<file path="src/rtl/fpx_pkg.sv">
package fpx_pkg;
  localparam int EXC_W   = 5;
  localparam int CEXC_LO = 0;
  localparam int AEXC_LO = 5;
  localparam int TT_LO   = 14;
  localparam int TT_W    = 3;
  localparam int TEM_LO  = 23;
  localparam logic [TT_W-1:0] TT_IEEE = 3'd1;
  localparam logic [TT_W-1:0] TT_NONE = 3'd0;

  typedef struct packed {
    logic             trap;
    logic [EXC_W-1:0] cexc;
  } exc_dec_t;

  // keep only the most severe flag, invalid first, inexact last
  function automatic logic [EXC_W-1:0] keep_top(input logic [EXC_W-1:0] v);
    logic [EXC_W-1:0] r;
    r = '0;
    for (int i = 0; i < EXC_W; i++)
      if (v[i]) r = EXC_W'(1) << i;
    return r;
  endfunction

  function automatic exc_dec_t decide(input logic [EXC_W-1:0] raised,
                                      input logic [EXC_W-1:0] mask);
    exc_dec_t d;
    d.trap = |(raised & mask);
    d.cexc = d.trap ? keep_top(raised & mask) : raised;
    return d;
  endfunction
endpackage

</file>
<file path="src/rtl/fpx_trap_sel.sv">
module fpx_trap_sel
  import fpx_pkg::*;
(
  input  logic             clk,
  input  logic             rst_n,
  input  logic [EXC_W-1:0] raised,
  input  logic [EXC_W-1:0] mask,
  output exc_dec_t         dec
);
  always_comb dec = decide(raised, mask);

  AST_SEL_ENABLED_ONLY: assert property (@(posedge clk) disable iff (!rst_n)
    dec.trap |-> ((dec.cexc & ~mask) == '0));
  AST_SEL_ONEHOT: assert property (@(posedge clk) disable iff (!rst_n)
    dec.trap |-> $onehot(dec.cexc));
endmodule

</file>
<file path="src/rtl/fpx_status_reg.sv">
module fpx_status_reg
  import fpx_pkg::*;
#(
  parameter int unsigned       SR_W     = 32,
  parameter logic [SR_W-1:0]   RESET_SR = '0
) (
  input  logic             clk,
  input  logic             rst_n,
  input  logic             ld_en,
  input  logic [SR_W-1:0]  ld_data,
  input  logic             upd_en,
  input  logic [EXC_W-1:0] raised,
  input  exc_dec_t         dec,
  output logic [SR_W-1:0]  sr,
  output logic             trap_q,
  output logic             retire_q
);
  logic [SR_W-1:0] sr_nxt;
  logic            upd_trap;
  logic            upd_ok;

  assign upd_trap = upd_en &&  dec.trap;
  assign upd_ok   = upd_en && !dec.trap;

  always_comb begin
    sr_nxt = sr;
    if (upd_en) begin
      sr_nxt[CEXC_LO +: EXC_W] = dec.cexc;
      if (!dec.trap)
        sr_nxt[AEXC_LO +: EXC_W] = sr[AEXC_LO +: EXC_W] | raised;
      sr_nxt[TT_LO +: TT_W] = dec.trap ? TT_IEEE : TT_NONE;
    end else if (ld_en) begin
      sr_nxt = ld_data;
    end
  end

  always_ff @(posedge clk) begin
    if (!rst_n) begin
      sr       <= RESET_SR;
      trap_q   <= 1'b0;
      retire_q <= 1'b0;
    end else begin
      sr       <= sr_nxt;
      trap_q   <= upd_trap;
      retire_q <= upd_ok;
    end
  end

  AST_TRAP_FROM_UPDATE: assert property (@(posedge clk) disable iff (!rst_n)
    (trap_q || retire_q) |-> $past(upd_en));
  AST_TRAP_RETIRE_EXCL: assert property (@(posedge clk) disable iff (!rst_n)
    !(trap_q && retire_q));
  AST_CEXC_ONEHOT_ON_TRAP: assert property (@(posedge clk) disable iff (!rst_n)
    trap_q |-> $onehot(sr[CEXC_LO +: EXC_W]));
  AST_AEXC_HELD_ON_TRAP: assert property (@(posedge clk) disable iff (!rst_n)
    trap_q |-> (sr[AEXC_LO +: EXC_W] == $past(sr[AEXC_LO +: EXC_W])));
  AST_AEXC_ACCUM_ON_RETIRE: assert property (@(posedge clk) disable iff (!rst_n)
    retire_q |-> (sr[AEXC_LO +: EXC_W] ==
                  ($past(sr[AEXC_LO +: EXC_W]) | sr[CEXC_LO +: EXC_W])));
  AST_TT_ON_TRAP: assert property (@(posedge clk) disable iff (!rst_n)
    trap_q |-> (sr[TT_LO +: TT_W] == TT_IEEE));
  AST_TT_ON_RETIRE: assert property (@(posedge clk) disable iff (!rst_n)
    retire_q |-> (sr[TT_LO +: TT_W] == TT_NONE));
  AST_TEM_KEPT: assert property (@(posedge clk) disable iff (!rst_n)
    (trap_q || retire_q) |-> $stable(sr[SR_W-1:TEM_LO]));
endmodule

</file>
<file path="src/rtl/fpx_pc_step.sv">
module fpx_pc_step #(
  parameter int unsigned     PC_W      = 32,
  parameter int unsigned     PC_STEP   = 4,
  parameter logic [PC_W-1:0] RESET_PC  = '0,
  parameter logic [PC_W-1:0] RESET_NPC = PC_W'(4)
) (
  input  logic            clk,
  input  logic            rst_n,
  input  logic            advance,
  output logic [PC_W-1:0] pc,
  output logic [PC_W-1:0] npc
);
  localparam logic [PC_W-1:0] STEP = PC_W'(PC_STEP);

  always_ff @(posedge clk) begin
    if (!rst_n) begin
      pc  <= RESET_PC;
      npc <= RESET_NPC;
    end else if (advance) begin
      pc  <= npc;
      npc <= npc + STEP;
    end
  end

  AST_PC_FOLLOWS_NPC: assert property (@(posedge clk) disable iff (!rst_n)
    $past(advance) |-> (pc == $past(npc)));
  AST_PC_HOLD: assert property (@(posedge clk) disable iff (!rst_n)
    !$past(advance) |-> ($stable(pc) && $stable(npc)));
endmodule

</file>
<file path="src/rtl/fpx_status_update.sv">
module fpx_status_update
  import fpx_pkg::*;
#(
  parameter int unsigned     SR_W      = 32,
  parameter int unsigned     PC_W      = 32,
  parameter int unsigned     PC_STEP   = 4,
  parameter logic [SR_W-1:0] RESET_SR  = '0,
  parameter logic [PC_W-1:0] RESET_PC  = '0,
  parameter logic [PC_W-1:0] RESET_NPC = PC_W'(4)
) (
  input  logic            clk,
  input  logic            rst_n,
  input  logic            ld_en,
  input  logic [SR_W-1:0] ld_data,
  input  logic            upd_en,
  input  logic [4:0]      raised,
  output logic [SR_W-1:0] status,
  output logic            trap_req,
  output logic            retire,
  output logic [PC_W-1:0] pc,
  output logic [PC_W-1:0] npc
);
  exc_dec_t         dec_w;
  logic [EXC_W-1:0] tem_w;
  logic             advance_w;

  assign tem_w     = status[TEM_LO +: EXC_W];
  assign advance_w = upd_en && !dec_w.trap;

  fpx_trap_sel u_sel (
    .clk    (clk),
    .rst_n  (rst_n),
    .raised (raised),
    .mask   (tem_w),
    .dec    (dec_w)
  );

  fpx_status_reg #(
    .SR_W     (SR_W),
    .RESET_SR (RESET_SR)
  ) u_sr (
    .clk      (clk),
    .rst_n    (rst_n),
    .ld_en    (ld_en),
    .ld_data  (ld_data),
    .upd_en   (upd_en),
    .raised   (raised),
    .dec      (dec_w),
    .sr       (status),
    .trap_q   (trap_req),
    .retire_q (retire)
  );

  fpx_pc_step #(
    .PC_W      (PC_W),
    .PC_STEP   (PC_STEP),
    .RESET_PC  (RESET_PC),
    .RESET_NPC (RESET_NPC)
  ) u_pc (
    .clk     (clk),
    .rst_n   (rst_n),
    .advance (advance_w),
    .pc      (pc),
    .npc     (npc)
  );

  AST_RETIRE_MOVES_PC: assert property (@(posedge clk) disable iff (!rst_n)
    retire |-> (pc == $past(npc)));
  AST_TRAP_KEEPS_PC: assert property (@(posedge clk) disable iff (!rst_n)
    trap_req |-> $stable(pc));
endmodule

</file>
<file path="config.mk">
export PLATFORM = sky130hd
export DESIGN_NAME = fpx_status_update
export DESIGN_NICKNAME = d
export VERILOG_FILES = /design/src/rtl/fpx_pkg.sv /design/src/rtl/fpx_trap_sel.sv /design/src/rtl/fpx_status_reg.sv /design/src/rtl/fpx_pc_step.sv /design/src/rtl/fpx_status_update.sv
export SDC_FILE = /design/constraint.sdc
export NUM_CORES = 1
export LEC_CHECK = 0
export BUFFER_PORTS_ARGS = -buffer_cell sky130_fd_sc_hd__buf_2
export CAP_MARGIN = 10
export CORE_AREA = 2 2 97 90
export DETAILED_ROUTE_END_ITERATION = 8
export DIE_AREA = 0 0 99 92
export PLACE_DENSITY = 0.84
export SLEW_MARGIN = 20
export SYNTH_ARGS = -nofsm -noshare
export SYNTH_HDL_FRONTEND = slang
export SYNTH_SLANG_ARGS = --single-unit
</file>
<file path="constraint.sdc">
create_clock -name clk -period 1.85 [get_ports clk]
set_input_delay 0.185 -clock clk [delete_from_list [all_inputs] [get_ports clk]]
set_output_delay 0.185 -clock clk [all_outputs]
set_load 0.03 [all_outputs]
</file>
## Yosys cells after proc, flatten, opt, wreduce, memory -nomap -nowiden

Index checks and enable logic that the tools add are counted.

- Bitwise logic cells: 3
- Reduce and logical (&&, ||, !) cells: 7
- Eq/ne operators: 1
- Add/subtract/negate cells: 1
- Muxes and demuxes: 11

Operators by type and width:

| operator | number |
|---|---|
| $add A32 B3 Y32 const B | 1 |
| $mux W17 | 1 |
| $mux W5 | 3 |
| $mux W10 | 1 |
| $mux W3 | 2 |
| $and A5 B5 Y5 | 1 |
| $or A5 B5 Y5 | 1 |
| $reduce_or A5 Y1 | 1 |
| $mux W4 | 1 |
| $reduce_and A2 Y1 | 2 |
| $logic_and A1 B1 Y1 | 2 |
| $mux W1 | 2 |
| $mux W2 | 1 |
| $ne A2 B2 Y1 const B | 1 |
| $reduce_bool A2 Y1 | 1 |
| $logic_not A1 Y1 | 1 |
| $not A1 Y1 | 1 |

- Output and inout port bits: 98
- Bits in registers: 98
- Logic and storage cells: 30

## Logic depth before layout (Yosys ltp)

Gate-level depths: netlist (run 1).

- Word-level depth: 8
- Depth in mapped cells: 7

## Modules after synthesis

From an unflattened synthesis (run 1), not the netlist that was laid out.

- Cells, all modules: 424
- Area, all modules: 4047.6 um^2

By module, submodules not included:

| module | area each (um^2) | cells each | times used |
|---|---|---|---|
| fpx_pc_step | 2533.7 | 269 | 1 |
| fpx_status_reg | 1401.3 | 140 | 1 |
| fpx_trap_sel | 98.8 | 14 | 1 |
| fpx_status_update | 13.8 | 1 | 1 |

## Worst setup path after synthesis (run 1)

No wires, ideal clock.

- Kind: reg2reg
- Start: reg u_pc.npc[4]
- End: reg u_pc.npc[27]
- Clock period less this slack: 1907 ps
- Stages on the path, launching flop included: 6
- Arrival: 1837 ps
- Setup time: 70 ps
- Path buffers: 1
- Setup slack: -57 ps
- Cell sequence: dfxtp_1 -> and4_2 -> nand4_4 -> buf_6 -> or4_1 -> a21oi_1

- Word-level cells in the longest chain between the ends: 1

RTL lines:

| what | RTL line | text |
|---|---|---|
| from (decl) | fpx_pc_step.sv:11 | `output logic [PC_W-1:0] npc` |
| from (signal assigned) | fpx_pc_step.sv:21 | `npc <= npc + STEP;` |
| $add A32 B3 Y32 | fpx_pc_step.sv:21 |  |

Every way passes these cells.
A chain may end at the register's enable or synchronous reset.

## Worst setup path after layout (run 1)

- Start: reg u_pc.npc[8]
- End: reg u_pc.npc[27]

Same word-level chain as after synthesis.

==> results of run 1 <==
## state kept, by name, indices dropped and copies added (netlist names)
name           count
u_sr.sr           32
u_pc.npc          30
u_pc.pc           30
u_sr.retire_q      1
u_sr.trap_q        1
## critical path: stages, from the launching register on
cell	delay, ns
dfxtp_1	0.41
and4_2	0.37
nand4_4	0.21
or4_1	0.57
a21oi_1	0.18
## area by class of cell
type / instances / area [sq um]
clock buffer: 10 / 138
clock inverter: 6 / 75.1
fill: 687 / 3120
inverter: 4 / 15.0
multi-input combinational: 352 / 1920
sequential: 94 / 1890
tap: 102 / 128
timing repair buffer: 163 / 917
## synthesized netlist by cell type (all sizes together)
| master | n | share of area (%) |
|---|---|---|
| nor4 | 4 | 0.79 |
| dfxtp | 94 | 48 |
| a22oi | 2 | 0.51 |
| o21ai | 13 | 1.7 |
| a21oi | 83 | 11 |
| or2 | 1 | 0.16 |
| nor3 | 1 | 0.13 |
| o21a | 2 | 0.38 |
| nand2 | 120 | 11 |
| nand4 | 16 | 2.9 |
| or3 | 10 | 1.6 |
| nand4b | 1 | 0.22 |
| o311a | 1 | 0.25 |
| and4 | 5 | 1.1 |
| o31a | 2 | 0.44 |
| conb | 1 | 0.095 |
| nand3 | 9 | 1.1 |
| a31oi | 1 | 0.16 |
| and3 | 8 | 1.3 |
| nor2b | 2 | 0.32 |
| a21boi | 2 | 0.67 |
| a21o | 1 | 0.19 |
| nor2 | 12 | 1.1 |
| or4 | 15 | 2.9 |
| and2 | 2 | 0.32 |
| o31ai | 15 | 2.9 |
| buf | 19 | 2.6 |
| mux2i | 8 | 2.0 |
| o2111ai | 1 | 0.22 |
| ha | 1 | 0.32 |
| nand2b | 5 | 0.79 |
| clkbuf | 20 | 1.9 |
| inv | 4 | 0.38 |
| xnor2 | 2 | 0.44 |
| a211oi | 1 | 0.19 |
| o2bb2ai | 1 | 0.22 |
## worst min path at each step
stage                  end  cells past startpoint   startpoint  slack (ns)
2_1_floorplan  u_sr.sr[10]                      2  ld_data[10]        0.32
3_3_place_gp   u_sr.sr[16]                      3  ld_data[16]        0.42
3_5_place_dp   u_sr.sr[18]                      3  ld_data[18]        0.43
4_1_cts        u_sr.sr[18]                      3  ld_data[18]        0.04
5_1_grt        u_sr.sr[27]                      3  ld_data[27]        0.04
6_report       u_sr.sr[18]                      3  ld_data[18]        0.05
## power by group through the flow
stage	sequential (mW)	clock, mW	combinational [mW]
5_1_grt	2.12	1.56	0.553
3_5_place_dp	2.15	0	0.507
4_1_cts	2.11	1.48	0.508
3_3_place_gp	2.15	0	0.499
6_report	2.11	1.46	0.513
2_1_floorplan	2.27	0	0.210
## layer usage
layer / vias up / track usage, %
met5: - / 0
met3: 13 / 6.63
met2: 178 / 36.8
li1: 1981 / -
met4: 0 / 5.48
met1: 1892 / 28.8
## cell families after synthesis
group	count (synthesis)
compound gates	125
xor+xnor	2
fa+ha+maj	1
buf+inv	43
flops	94
mux	8
other cells	1
simple gates	211
## repair_timing
| item | in CTS | in global routing |
|---|---|---|
| setup endpoints to repair | 0 | 15 |
| resized for setup | 0 | 4 |
| endpoints found under the hold margin | 0 | 0 |
==> metrics.md, run 1 <==
| Metric | Value |
|---|---|
| Commonest non-fill, non-tap cell in the layout | buf_2 |
| Fmax | roughly 550 MHz |
| Final hold violation count | 0 |
| CP Data Arrival Time | approximately 2.1 ns |
| Peak supply drop | between 0.5 and 0.6 mV |
| Setup crit start | u_pc.npc[8] |
| Sum Neg Setup Slack | 0 ns |
| R2R depth | 4 |
| CTS tree | built |
| Comb power frac | 12.6% |
| Crit path to | u_pc.npc[27] |
| Most frequent cells in the layout | buf_2, nand2_1, dfxtp_1 |
| Slew Viols, Final | 0 |
| Setup WS pre-CTS | 0.0395 ns |
| Slew margin rel. | 64.5% |
| Die Ht | a little over 90 um |
| Register bit total from synthesis | 94 |
| CTS Buf Count | 9 |
| Synth warnings | 0 |
| GR Overflow Total | 0 |
| First-pass GRT wire length | roughly 17,000 um |
| Post-synthesis compound-gate area fraction | 18.3% |
| RSZ-0062 raised after global routing | yes |
| Switching Fraction | approximately 28% |
| GP Congestion | around 0.84 |
| Largest net degree at the start of global routing | 53 |
| Vias in the first global route | 3,602 |
| Worst-Margin Slew | approximately 0.53 ns |
| Nets | between 600 and 700 |
| R2R setup slack | 0.05 ns |
| Fin crit period | about 1.8 ns |
| DRT Wirelength | 10,800 um |
| Outcome | finished clean |
| Starting Density | 48.0% |
| Simple-gate area share of the yosys netlist | 26.2% |
| Clock share of power | a little over a third |
| Skew final | 0.0170 ns |
| Total power divided by cell area | around 800 nW/um^2 |
| Adder and majority gate portion of the synthesized area | less than 1% |
| Die area | around 9100 sq um |
| Startpoint types | flip-flop |
| WP data required | approximately 2.1 ns |
| Leakage Power | 2.19 nW |
| Largest family of logic cells by synthesized area | simple AND/OR/NAND/NOR gates |
| Initial antenna violation count | 0 |
| Buffers on Ports | about 130 |
| Post-CTS Hold Fix Bufs | 0 |
| Metal3 WL | 959 um |
| Fin cells | ~730 |
| CTS Buffer Depth | 2 |
| Library cells used by synthesis | 45 |
| Final Util | 61.9% |
| Setup crit end kind | flip-flop |
| Crit Path Max Fanout | 12 |
| Post-DP HPWL | between 7000 and 8000 um |
| Clock Latency Late Sink | 0.37 ns |
| Clock sinks | 94 |
| Drt wl/cell | ~15 um |
| DP Area | 4820 sq um |
| Final hold slack | roughly 0.045 ns |
| Setup WS post-layout | between 0.04 and 0.05 ns |
| Routed vias/inst | about 5.6 |
| Max Cap Viol | 0 |
| Pwr Total | ~4.1 mW |
| Syn Area/Cell | 8.13 sq um |
| Core area | a little over 8000 sq um |
| Clock H-tree levels | 3 |
| Initial DRC Count | ~210 |
| Area grow syn2layout | 29.0% |
| Reg-to-reg critical path endpoint | u_pc.npc[27] |
| Critical path class | reg2reg |
| P_sw | roughly 1.1 mW |
| RR Startpoint | u_pc.npc[8] |
| Design area | about 5100 sq um |
| Sequential share of power | around half |
| Wire length on met2 | between 5000 and 6000 um |
| DR vias | approximately 4,000 |
| # DRC | 0 |
| Detail Route Antenna Nets | 0 |
| Top sig layer | met4 |
| Total iterations of the first detailed-routing run | 5 |
| Mapped Area | 3940 sq um |
| Mux cell area share after synthesis | between 2 and 2.5% |
| Die X | around 99 um |
| Io pins | 139 |
| Pint | 2.93 mW |
| Antenna Cells | 0 |
| Number of setup buffers added after CTS | 0 |
| Finish-stage setup viols | 0 |
| Met1 Wirelength | around 4600 um |
| Synth Area in XOR/XNOR | less than 1% |
| Placed cells | between 700 and 800 |
| Post-Syn Instances | roughly 490 |
| Sequential-to-total area share from yosys stat | a little under half |
| Clock root cell | clkbuf_8 |
| Fin crit share | 97.5% |
| Worst hold path type | in2reg |
| Row count | 32 |
| Clock transition at path regs | 0.10 ns |
| Share of layout cells above drive strength 1 | about a third |
| Total Routing Usage GR | between 20% and 30% |
Note: power is estimated with default switching activity, not from simulation.
==> run 2: changes to the inputs <==
--- a/config.mk
+++ b/config.mk
@@ -5,11 +5,12 @@
 export SDC_FILE = /design/constraint.sdc
 export NUM_CORES = 1
 export LEC_CHECK = 0
+export ABC_AREA = 1
 export BUFFER_PORTS_ARGS = -buffer_cell sky130_fd_sc_hd__buf_2
 export CAP_MARGIN = 10
-export CORE_AREA = 2 2 97 90
+export CORE_AREA = 2 2 99 91
 export DETAILED_ROUTE_END_ITERATION = 8
-export DIE_AREA = 0 0 99 92
+export DIE_AREA = 0 0 101 93
 export PLACE_DENSITY = 0.84
 export SLEW_MARGIN = 20
 export SYNTH_ARGS = -nofsm -noshare
==> run 2 against run 1 <==
Against the previous run:
- final area rose by 0.66%
- via count rose by 3.5%
- combinational power rose by 54%
- clock power barely moved
- largest power group unchanged
==> metrics.md, run 2 <==
| Metric | Value |
|---|---|
| Outcome | finished clean |
| CTS Buffer Depth | 2 (unchanged) |
| Io pins | 139 (unchanged) |
| Slew Viols, Final | 0 (unchanged) |
| Design area | 5120 sq um (+0.66%) |
| CTS resizes | 0 (unchanged) |
| Crit path max-delay cell type | dfxtp_1 |
| Max reg flops | 32 (unchanged) |
| Register bit total from synthesis | 94 (unchanged) |
| Post-DP HPWL | 8230 um (+9.1%) |
| Hold Path Cell Cnt | 3 (unchanged) |
| Fin cells | 824 (+13%) |
| Crit Path Max Fanout | 3 (-9) |
| Detail Route Antenna Nets | 0 (unchanged) |
| CP cell instances | ha_1, inv_1, nor2_2, nand2_1, nor2_8, nand2_2, nor2_2, nand2_1, nand2_1, nor2_1 |
| First-pass GRT wire length | 18,000 um (+7.3%) |
| CP Data Arrival Time | 1.90 ns (-0.19 ns) |
| DRT Wirelength | 11,100 um (+2.8%) |
| Fmax | 604 MHz (+9.1%) |
| Startpoint types | flip-flop |
| Row count | 32 (unchanged) |
| Initial DRC Count | 193 (-9.8%) |
| Top delay family on crit path | simple AND/OR/NAND/NOR gates |
| Clock H-tree levels | 3 (unchanged) |
| # DRC | 0 (unchanged) |
| Synth Flop Type | dfxtp_1 |
| Antenna Cells | 0 (unchanged) |
| Regs by FF count | u_sr.sr: 32 flops, u_pc.npc: 30 flops, u_pc.pc: 30 flops |
| Setup WS pre-CTS | 0.0999 ns (+0.0604 ns) |
| Top cells by area, synth | dfxtp_1, nand2_1, nor2_1, o21ai_0, a21oi_1 |
| Nets | 759 (+14%) |
| R2R depth | 10 (+6) |
| CTS Buf Count | 9 (unchanged) |
| Clock root cell | clkbuf_8 |
| Mapped Area | 4100 sq um (+4.0%) |
| Routed vias/inst | 5.10 (-8.2%) |
| Max Cap Viol | 0 (unchanged) |
| Cell mode on critical path | nand2_1 |
| Most frequent cells in the layout | nand2_1, buf_2, nor2_1 |
| Commonest non-fill, non-tap cell in the layout | nand2_1 |
| Skew final | 0.0139 ns (-0.00308 ns) |
| Number of setup buffers added after CTS | 0 (unchanged) |
| Final hold violation count | 0 (unchanged) |
| Syn Area/Cell | 7.03 sq um (-13%) |
| Fin crit share | 89.4% (-8.1 points) |
| Post-synth EDFFs | 0 (unchanged) |
| Post-CTS Hold Fix Bufs | 0 (unchanged) |
| Worst hold path type | in2reg |
| Finish-stage setup viols | 0 (unchanged) |
| Total Routing Usage GR | 23.7% (+1.4 points) |
| Vias in the first global route | 3,937 (+9.3%) |
| Share of layout cells above drive strength 1 | 25.1% (-6.4 points) |
| Post-Syn Instances | 583 (+20%) |
| Synth warnings | 0 (unchanged) |
| Setup crit end kind | flip-flop |
| Area grow syn2layout | 24.8% |
| Clock transition at path regs | 0.09 ns (about the same) |
| Clock Latency Late Sink | 0.36 ns (about the same) |
| RSZ-0062 raised after global routing | no |
| Filler cell count | 765 (+11%) |
| Starting Density | 48.7% (+0.73 points) |
| Pwr Total | 4.47 mW (+9.6%) |
| Leakage Power | 2.39 nW (+9.4%) |
| WP data required | 2.10 ns (-0.04 ns) |
| DR vias | 4,206 (+3.5%) |
| Top cell type's share of synthesized area | 45.9% (-1.8 points) |
| Crit path depth | 10 (+6) |
| Peak supply drop | 0.539 mV (-5.3%) |
| Fin crit period | 1.65 ns (-0.150 ns) |
| Top cell type by total area after synthesis | dfxtp_1 |
| Commonest cells post-synth | nand2_1, nor2_1, dfxtp_1 |
| Critical path buffers and inverters | 1 (+1) |
| Sum Neg Setup Slack | 0 ns (unchanged) |
| Critical path class | reg2reg |
| Die Ht | 93 um (+1.1%) |
| Die X | 101 um (+2.0%) |
| Post-synthesis async set-or-reset flop share | 0% (unchanged) |
| Largest net degree at the start of global routing | 68 (+28%) |
| Placed cells | 808 (+13%) |
| Setup WS post-layout | 0.196 ns (+0.150 ns) |
| CTS tree | built |
| Drt wl/cell | 13.4 um (-8.8%) |
| GP Congestion | 0.906 (+7.3%) |
| Total power divided by cell area | 873 nW/um^2 (+8.9%) |
| Buffers on Ports | 134 (unchanged) |
| GR Overflow Total | 0 (unchanged) |
| Total iterations of the first detailed-routing run | 4 (-1) |
| Initial antenna violation count | 0 (unchanged) |
| Core area | 8410 sq um (+2.4%) |
| Count leader, synth | nand2_1 |
| Crit path largest cell delay | 0.36 ns (-0.21 ns) |
| Library cells used by synthesis | 34 (-24%) |
| Sequential-to-total area share from yosys stat | 45.9% (-1.8 points) |
| Clock sinks | 94 (unchanged) |
| DP Area | 4890 sq um (+1.4%) |
| Most flops, register | u_sr.sr |
| Die area | 9390 sq um (+3.1%) |
==> run 2: cell count changes after synthesis, moves of 10 or more <==
cell,before,now
or3_1,10,0
o31ai_1,15,0
inv_1,3,38
a21oi_1,83,42
o21ai_0,13,58
nor2_1,12,116
or4_1,15,0
nand2_1,120,137
==> run 2: area by class of cell <==
type	count	area (sq um)	area share, %
Sequential cell	94	1880	36.8
Multi-Input combinational cell	422	1920	37.6
Inverter	42	163	3.18
Timing Repair Buffer	148	801	15.6
Clock inverter	7	97.6	1.91
Tap cell	102	128	2.49
Clock buffer	9	124	2.42
==> run 2: logic make-up (layout without fill, tap and decap cells) <==
group	after synthesis	after routing	synth area share [%]
adders and majority gates	1	1	0.305
xor gates and xnor gates	8	8	1.71
other	1	4	0.0915
buffers and inverters	70	206	7.51
AOI/OAI and AO/OA	110	110	14.2
and+or+nand+nor	299	299	30.3
DFF	94	94	45.9
==> run 2: path summary, 6_finish.rpt <==
kind	startpoint	endpoint	slack, ns
setup reg to reg	u_pc.npc[2]	u_pc.npc[16]	0.20
hold / removal	ld_data[15]	u_sr.sr[15]	0.07
setup / recovery	u_pc.npc[2]	u_pc.npc[16]	0.20
hold reg to reg	u_sr.sr[15]	u_sr.sr[15]	0.47
==> run 2: metrics by stage <==
step           hold WS (ns)  util [%]
6_report             0.0721      60.9
5_1_grt              0.0669      60.9
4_1_cts              0.0600      60.8
3_5_place_dp          0.446      58.2
3_3_place_gp          0.438      58.2
2_1_floorplan         0.324         -
==> run 2: report_power, final <==
group	switching (mW)	internal, mW	total (mW)
Clock	0.714	0.768	1.48
Sequential	0.0584	2.14	2.20
Combinational	0.551	0.241	0.792
==> run 2: routing by layer <==
metal | part of all wire (%) | global-route usage, % | vias up | routed length, um
met3 | 7.6 | 6.58 | 19 | 838
met1 | 43 | 27.8 | 1913 | 4710
met4 | 1.8 | 7.09 | 0 | 199
met5 | 0 | 0 | - | 0
li1 | - | - | 2123 | -
met2 | 48 | 42.1 | 151 | 5330
==> run 2: worst min-delay path, stage by stage <==
cell and delay [ns]:
buf_2 0.10, nand2_1 0.05, a21oi_1 0.05
